===== src/rtl/can_esm_pkg.sv =====
package can_esm_pkg;
  typedef enum logic [1:0] {
    ST_OK   = 2'b00,
    ST_WARN = 2'b01,
    ST_ERR  = 2'b10,
    ST_OFF  = 2'b11
  } bus_st_e;

  localparam int TX_CNT_W = 9;
  localparam int RX_CNT_W = 8;
  localparam int WARN_LIM = 96;
  localparam int ERR_LIM  = 127;
  localparam int OFF_LIM  = 255;
endpackage


===== src/rtl/can_esm_classify.sv =====
module can_esm_classify
  import can_esm_pkg::*;
#(
  parameter int CNT_W   = 8,
  parameter int WARN    = WARN_LIM,
  parameter int ERR     = ERR_LIM,
  parameter int OFF     = OFF_LIM,
  parameter bit HAS_OFF = 1'b0
) (
  input  logic [CNT_W-1:0] cnt_i,
  output bus_st_e          st_o
);
  localparam int CNT_MAX = (1 << CNT_W) - 1;

  logic above_warn, above_err, above_off;

  assign above_warn = int'(cnt_i) > WARN;
  assign above_err  = int'(cnt_i) > ERR;

  generate
    if (HAS_OFF && (OFF < CNT_MAX)) begin : g_off
      assign above_off = int'(cnt_i) > OFF;
    end else begin : g_no_off
      assign above_off = 1'b0;
    end
  endgenerate

  always_comb begin
    if (above_off)       st_o = ST_OFF;
    else if (above_err)  st_o = ST_ERR;
    else if (above_warn) st_o = ST_WARN;
    else                 st_o = ST_OK;
  end
endmodule


===== src/rtl/can_esm_latch.sv =====
module can_esm_latch
  import can_esm_pkg::*;
(
  input  logic    clk_i,
  input  logic    rst_ni,
  input  bus_st_e tx_raw_i,
  input  bus_st_e rx_raw_i,
  input  logic    clr_i,
  output bus_st_e tx_o,
  output bus_st_e rx_o,
  output logic    flag_o
);
  bus_st_e tx_q, rx_q, rx_nxt;
  logic    flag_q, diff;

  // receiver mirrors bus-off; snaps to OK on exit
  always_comb begin
    if (tx_raw_i == ST_OFF)  rx_nxt = ST_OFF;
    else if (tx_q == ST_OFF) rx_nxt = ST_OK;
    else                     rx_nxt = rx_raw_i;
    diff = (tx_raw_i != tx_q) || (rx_nxt != rx_q);
  end

  always_ff @(posedge clk_i or negedge rst_ni) begin
    if (!rst_ni) begin
      tx_q   <= ST_OK;
      rx_q   <= ST_OK;
      flag_q <= 1'b0;
    end else if (flag_q) begin
      if (clr_i) flag_q <= 1'b0;
    end else if (diff) begin
      tx_q   <= tx_raw_i;
      rx_q   <= rx_nxt;
      flag_q <= 1'b1;
    end
  end

  assign tx_o   = tx_q;
  assign rx_o   = rx_q;
  assign flag_o = flag_q;


  rx_mirrors_off_chk: assert property (@(posedge clk_i) disable iff (!rst_ni)
    (tx_q == ST_OFF) |-> (rx_q == ST_OFF));


  rx_snap_ok_chk: assert property (@(posedge clk_i) disable iff (!rst_ni)
    ((tx_q != ST_OFF) && ($past(tx_q) == ST_OFF)) |-> (rx_q == ST_OK));


  change_sets_flag_chk: assert property (@(posedge clk_i) disable iff (!rst_ni)
    (!$stable(tx_q) || !$stable(rx_q)) |-> flag_q);


  codes_hold_chk: assert property (@(posedge clk_i) disable iff (!rst_ni)
    (flag_q && !clr_i) |=> ($stable(tx_q) && $stable(rx_q) && flag_q));


  flag_clear_chk: assert property (@(posedge clk_i) disable iff (!rst_ni)
    (flag_q && clr_i) |=> (!flag_q && $stable(tx_q) && $stable(rx_q)));
endmodule


===== src/rtl/can_esm_ie.sv =====
module can_esm_ie (
  input  logic clk_i,
  input  logic rst_ni,
  input  logic init_req_i,
  input  logic init_ack_i,
  input  logic we_i,
  input  logic wdata_i,
  output logic ie_o
);
  logic ie_q, in_init, wr_ok;

  assign in_init = init_req_i & init_ack_i;
  assign wr_ok   = we_i & ~init_req_i & ~init_ack_i;

  always_ff @(posedge clk_i or negedge rst_ni) begin
    if (!rst_ni)      ie_q <= 1'b0;
    else if (in_init) ie_q <= 1'b0;
    else if (wr_ok)   ie_q <= wdata_i;
  end

  assign ie_o = ie_q;


  ie_init_hold_chk: assert property (@(posedge clk_i) disable iff (!rst_ni)
    (init_req_i && init_ack_i) |=> !ie_q);


  ie_wr_gate_chk: assert property (@(posedge clk_i) disable iff (!rst_ni)
    (!(init_req_i && init_ack_i) && !(we_i && !init_req_i && !init_ack_i)) |=> $stable(ie_q));
endmodule


===== src/rtl/can_err_state_mon.sv =====
module can_err_state_mon
  import can_esm_pkg::*;
(
  input  logic                clk_i,
  input  logic                rst_ni,
  input  logic [TX_CNT_W-1:0] tx_err_cnt_i,
  input  logic [RX_CNT_W-1:0] rx_err_cnt_i,
  input  logic                init_req_i,
  input  logic                init_ack_i,
  input  logic                ie_we_i,
  input  logic                ie_wdata_i,
  input  logic                flag_clr_i,
  output logic [1:0]          tx_state_o,
  output logic [1:0]          rx_state_o,
  output logic                chg_flag_o,
  output logic                chg_ie_o,
  output logic                irq_o
);
  bus_st_e tx_raw, rx_raw, tx_st, rx_st;
  logic    flag, ie;

  can_esm_classify #(.CNT_W(TX_CNT_W), .HAS_OFF(1'b1)) u_tx_cls (
    .cnt_i(tx_err_cnt_i), .st_o(tx_raw));

  can_esm_classify #(.CNT_W(RX_CNT_W), .HAS_OFF(1'b0)) u_rx_cls (
    .cnt_i(rx_err_cnt_i), .st_o(rx_raw));

  can_esm_latch u_latch (
    .clk_i, .rst_ni,
    .tx_raw_i(tx_raw), .rx_raw_i(rx_raw), .clr_i(flag_clr_i),
    .tx_o(tx_st), .rx_o(rx_st), .flag_o(flag));

  can_esm_ie u_ie (
    .clk_i, .rst_ni,
    .init_req_i, .init_ack_i,
    .we_i(ie_we_i), .wdata_i(ie_wdata_i), .ie_o(ie));

  assign tx_state_o = tx_st;
  assign rx_state_o = rx_st;
  assign chg_flag_o = flag;
  assign chg_ie_o   = ie;
  assign irq_o      = flag & ie;


  irq_needs_flag_chk: assert property (@(posedge clk_i) disable iff (!rst_ni)
    irq_o |-> (chg_flag_o && chg_ie_o));


  reset_state_chk: assert property (@(posedge clk_i)
    !rst_ni |-> (tx_state_o == 2'b00 && rx_state_o == 2'b00 && !chg_flag_o && !irq_o));
endmodule


===== config.mk =====
export PLATFORM = sky130hd
export DESIGN_NAME = can_err_state_mon
export DESIGN_NICKNAME = d
export VERILOG_FILES = /design/src/rtl/can_esm_pkg.sv /design/src/rtl/can_esm_classify.sv /design/src/rtl/can_esm_latch.sv /design/src/rtl/can_esm_ie.sv /design/src/rtl/can_err_state_mon.sv
export SDC_FILE = /design/constraint.sdc
export NUM_CORES = 1
export LEC_CHECK = 0
export ABC_AREA = 1
export ABC_CLOCK_PERIOD_IN_PS = 3020
export BUFFER_PORTS_ARGS = -buffer_cell sky130_fd_sc_hd__buf_4
export CAP_MARGIN = 20
export CORE_MARGIN = 2
export CORE_UTILIZATION = 30
export CTS_BUF_LIST = sky130_fd_sc_hd__clkbuf_4 sky130_fd_sc_hd__clkbuf_8
export DETAILED_ROUTE_END_ITERATION = 6
export GPL_TIMING_DRIVEN = 0
export PLACE_DENSITY_LB_ADDON = 0.2
export SYNTH_ARGS = -nofsm -noshare
export SYNTH_HDL_FRONTEND = slang
export SYNTH_HIERARCHICAL = 1
export SYNTH_SLANG_ARGS = --single-unit

===== constraint.sdc =====
create_clock -name clk_i -period 3.02 [get_ports clk_i]
set_clock_uncertainty 0.1 [all_clocks]
set_input_delay 0.453 -clock clk_i [delete_from_list [all_inputs] [get_ports clk_i]]
set_output_delay 0.453 -clock clk_i [all_outputs]
set_load 0.01 [all_outputs]

; Word level (Yosys, flattened, before mapping)
; Index checks and enable logic that the tools add are counted.
[classes]
n_eq_ne = 4
n_bitwise = 7
order_cmp = 5
reduce_logical = 3
muxes = 12
[op_table]
columns = op, n
row1 = $gt A9 B7 Y1 const B, 2
row2 = $gt A8 B7 Y1 const B, 2
row3 = $mux W2, 5
row4 = $gt A9 B8 Y1 const B, 1
row5 = $mux W1, 7
row6 = $and A1 B1 Y1, 4
row7 = $eq A2 B2 Y1 const B, 2
row8 = $ne A2 B2 Y1, 2
row9 = $not A1 Y1, 3
row10 = $reduce_and A2 Y1, 1
row11 = $reduce_bool A2 Y1, 1
row12 = $logic_or A1 B1 Y1, 1
[word_totals]
ff_bits = 6
input_bits = 24

; Depth between registers and ports, before layout
[depth]
depth_word = 10
mapped_depth = 13
mapped_depth_nobuf = 13

; Modules after synthesis
; Netlist, hierarchy kept.
[modules_own_cells]
columns = mod, cells_each, n_inst, area_each_um2
row1 = can_esm_latch, 33, 1, 280.3
row2 = can_esm_ie, 8, 1, 68.8
row3 = can_esm_classify (u_rx_cls), 11, 1, 45.0
row4 = can_esm_classify (u_tx_cls), 11, 1, 42.5
row5 = can_err_state_mon, 2, 1, 7.5

; Worst setup path before layout
; No wires, ideal clock.
[synth_path]
path_type = input to register
startpoint = in tx_err_cnt_i[8]
endpoint = reg u_latch.flag_q, in the netlist u_latch/flag_o
arrival_ns = 1.309
path_slack_ns = 1.483
required_ns = 2.792
path_stages = 12
path_cell_list = inv_1 nand2_1 nor2_1 nand2_1 nand2_1 nand2_2 nand2_2 nand2_1 nand2_1 nand3_2 nand2_2 o21ai_0
[synth_between]
elab_cells_between_ends = 13
classes_between = 3 x order compare / 3 x eq/ne / 6 x mux / 1 x reduce/logical
[synth_rtl]
columns = element, line
row1 = "start, declared", can_err_state_mon.sv:6  ; input logic [TX_CNT_W-1:0] tx_err_cnt_i,
row2 = $gt A9 B7 Y1, can_esm_classify.sv:18  ; assign above_err = int'(cnt_i) > ERR;
row3 = $mux W2, can_esm_classify.sv:30  ; else if (above_err) st_o = ST_ERR;
row4 = $mux W2 *, can_esm_classify.sv:29  ; if (above_off) st_o = ST_OFF;
row5 = named net tx_raw[1], can_err_state_mon.sv:19  ; bus_st_e tx_raw, rx_raw, tx_st, rx_st;
row6 = $eq A2 B2 Y1, can_esm_latch.sv:18  ; if (tx_raw_i == ST_OFF) rx_nxt = ST_OFF;
row7 = $mux W2, can_esm_latch.sv:18
row8 = $ne A2 B2 Y1, can_esm_latch.sv:21  ; diff = (tx_raw_i != tx_q) || (rx_nxt != rx_q);
row9 = $logic_or A1 B1 Y1 *, can_esm_latch.sv:21
row10 = $mux W1 *, can_esm_latch.sv:31  ; end else if (diff) begin
row11 = $mux W1 *, can_esm_latch.sv:29  ; end else if (flag_q) begin
row12 = "end signal, assigned", can_esm_latch.sv:28  ; flag_q <= 1'b0;
row13 = "end signal, assigned", can_esm_latch.sv:30  ; if (clr_i) flag_q <= 1'b0;
row14 = "end signal, assigned", can_esm_latch.sv:34  ; flag_q <= 1'b1;
row15 = "end, declared", can_esm_latch.sv:14  ; logic flag_q, diff;
; Mark *: on every way through the listed nets, which the timed path passes. The rest lies on a longest branch.
; A chain may end at the register's enable or synchronous reset.

; Worst setup path in the final report
; Ends and elaborated chain as after synthesis.

==> key figures <==
Outcome
  – Status: finished clean

GRT
  – Initial antenna violation count: 0
  – Grt ovf: 0
  – First-pass GRT wire length: 1.70 mm
  – Vias in the first global route: 436
  – Largest net degree at the start of global routing: 7
  – Gr usage total: 0.129

Setup path
  – Critical path endpoint category: flip-flop
  – Critical Path Source Type: input pin
  – CP Max Fanout: 4
  – CP most frequent cell: nand2_1
  – CP max-delay cell: nand2_1
  – Crit Path Category: in2reg
  – Data arrival time of the critical path: 1.55 ns
  – WP data required: 3.04 ns
  – Max incr delay on CP: 0.12 ns
  – CP Cell Sequence: buf_4 -> inv_1 -> nand2_1 -> nor2_1 -> nand2_1 -> nand2_1 -> nand2_2 -> nand2_2 -> nand2_1 -> nand2_1 -> nand3_2 -> nand2_2 -> o21ai_0

Logic synthesis
  – Count leader, synth: nand2_1
  – Post-synth ARST share: 1.00
  – Number of synthesized flops with an enable pin: 0
  – Syn avg cell area: 6.83 µm²
  – Number of synthesized register bits: 6
  – Most common library cells after synthesis: nand2_1, inv_1, dfrtp_1, nand2_2, nor2_1
  – Netlist cell types: 14
  – Seq/Total Area, Yosys: 0.338
  – Synth area leaders: dfrtp_1, nand2_1, inv_1
  – Yosys warns: 6
  – Post-synth top flop: dfrtp_1
  – Gate Count Post-Synth: 65
  – Area share of the leading cell type in the synthesized netlist: 0.338
  – Largest area contributor in the netlist: dfrtp_1
  – Mapped Nets: 89
  – Synthesized area: 444 µm²

CTS
  – Post-CTS sizing: 0
  – Clock root cell: clkbuf_4
  – CTS tree: yes
  – CTS sink count: 6
  – Clk slew on worst S/H paths: 0.04 ns
  – TritonCTS Buffers: 3
  – H-tree depth: 1
  – Clk_lat worst skew: 0.25 ns
  – Clk buf depth: 2

Timing
  – Final setup viols: 0
  – Slew Viols, Final: 0
  – Slew @ Worst Pin: 0.187 ns
  – Tmin final: 1.53 ns
  – RSZ-0062 raised after global routing: no
  – Final period utilization: 0.505
  – Max frequency: 0.656 GHz
  – Setup TNS: 0 ns
  – Slew margin rel.: 0.876
  – Final Hold Fails: 0

Routing
  – Wire per inst: 8.74 µm
  – Iteration-0 DRC Markers: 9
  – Via Count: 500
  – Post-route ant nets: 0
  – Routed WL: 996 µm
  – DR vias/cell: 4.39
  – Remaining DRCs: 0
  – Initial DRT Pass Iterations: 3

Floorplanning
  – Starting density of the core: 0.329
  – Die ar.: 1800 µm²
  – Io pins: 31
  – Die W: 42.5 µm
  – Cell Rows: 13
  – Die Y: 42.5 µm
  – Core Footprint: 1350 µm²

Final layout
  – Design area: 721 µm²
  – Antenna diodes: 0
  – Share of cells above drive strength 1: 0.465
  – Final net count: 125
  – Area grow syn2layout: 62.3%
  – FILL cells: 138

Power
  – Total Power: 458 µW
  – Worst vdd rail ir drop: 0.438 mV
  – Leakage: 0.416 nW
  – PwrDens: 636 nW/µm²

Place
  – Post-DP HPWL: 831 µm
  – Placer Congestion: 0.705
  – Post-Place Cell Area: 688 µm²
  – Port bufs: 30

Job
  – Max cap viols: 0

Min path
  – Tightest Hold Check Type: in2reg
## registers in the layout, indices dropped and copies added, names as in the netlist
signal and count:
u_latch/flag_o 1, u_ie/ie_o 1, u_latch/rx_o 2, u_latch/tx_o 2
## worst max-delay path, delay by kind of cell
kind | cells | cell delay [ns]
and+or+nand+nor | 10 | 0.86
buffers and inverters | 2 | 0.17
AOI/OAI and AO/OA | 1 | 0.07
## worst paths after layout
| kind | from | endpoint | slack [ns] | cells after the start |
|---|---|---|---|---|
| worst max-delay path | tx_err_cnt_i[8] | u_latch/flag_o$_DFF_PN0_ | 1.49 | 13 |
| worst min-delay path | flag_clr_i | u_latch/flag_o$_DFF_PN0_ | 0.28 | 2 |
| worst max register to register | u_latch/tx_o[0]$_DFFE_PN0P_ | u_latch/flag_o$_DFF_PN0_ | 1.80 | 8 |
| worst min register to register | u_latch/rx_o[1]$_DFFE_PN0P_ | u_latch/rx_o[1]$_DFFE_PN0P_ | 0.43 | 2 |
| max in group asynchronous | rst_ni | u_latch/flag_o$_DFF_PN0_ | 2.26 | 2 |
| min in group asynchronous | rst_ni | u_ie/ie_o$_DFFE_PN0P_ | 0.44 | 2 |
## metrics by stage
| stage | util | cells | hold WS, ns | worst slack, ns |
|---|---|---|---|---|
| finish | 0.534 | 114 | 0.285 | 1.49 |
| global route | 0.534 | 114 | 0.288 | 1.37 |
| CTS | 0.534 | 114 | 0.275 | 1.49 |
| detailed placement | 0.510 | 110 | 0.164 | 1.24 |
| global placement | 0.510 | 110 | 0.166 | 1.24 |
| floorplan | - | 65 | 0.0574 | 1.48 |
## cell usage in the layout, fill, tap and decap left out, drive strengths merged
cell and instances:
buf 30, clkbuf 4, dfrtp 6, dlygate4sd3 1, inv 13, mux2 2, nand2 23, nand3 8
nand4 1, nor2 7, o21ai 2, xor2 2
## where the power goes
| group | switching [mW] | leakage (nW) | internal [mW] |
|---|---|---|---|
| clock network | 0.0293 | 0.0138 | 0.0450 |
| registers | 0.0418 | 0.0707 | 0.116 |
| logic | 0.107 | 0.332 | 0.119 |
## routing by layer
| layer | GRT usage | wire, µm | vias to the layer above |
|---|---|---|---|
| met4 | 0.0750 | 17 | 0 |
| met2 | 0.194 | 462 | 20 |
| met3 | 0.0733 | 109 | 4 |
| met1 | 0.139 | 407 | 211 |
| met5 | 0 | 0 | - |
| li1 | - | - | 265 |
## area by class of cell
type | count | area [µm²] | area share
flip-flops and latches | 6 | 150 | 0.208
repair buffers | 31 | 235 | 0.326
plain buffers | 1 | 3.75 | 0.00521
well taps | 15 | 18.8 | 0.0260
inverters | 13 | 48.8 | 0.0677
clock buffers | 3 | 22.5 | 0.0313
multi-input cells | 45 | 241 | 0.335
## timing repair
action	4_1_cts	5_1_grt
hold buffers	1	0
hold endpoints to repair	6	0
setup buffers	0	0
## logic make-up (layout without fill, tap and decap cells)
kind of cell	Yosys count	count (layout)	synth area share
flip-flops	6	6	0.338
buffers and inverters	14	48	0.118
multiplexers	2	2	0.0507
XOR/XNOR	2	2	0.0394
AND/OR/NAND/NOR	39	39	0.431
AO/OA/AOI/OAI	2	2	0.0225
(Power assumes the default switching activity.)
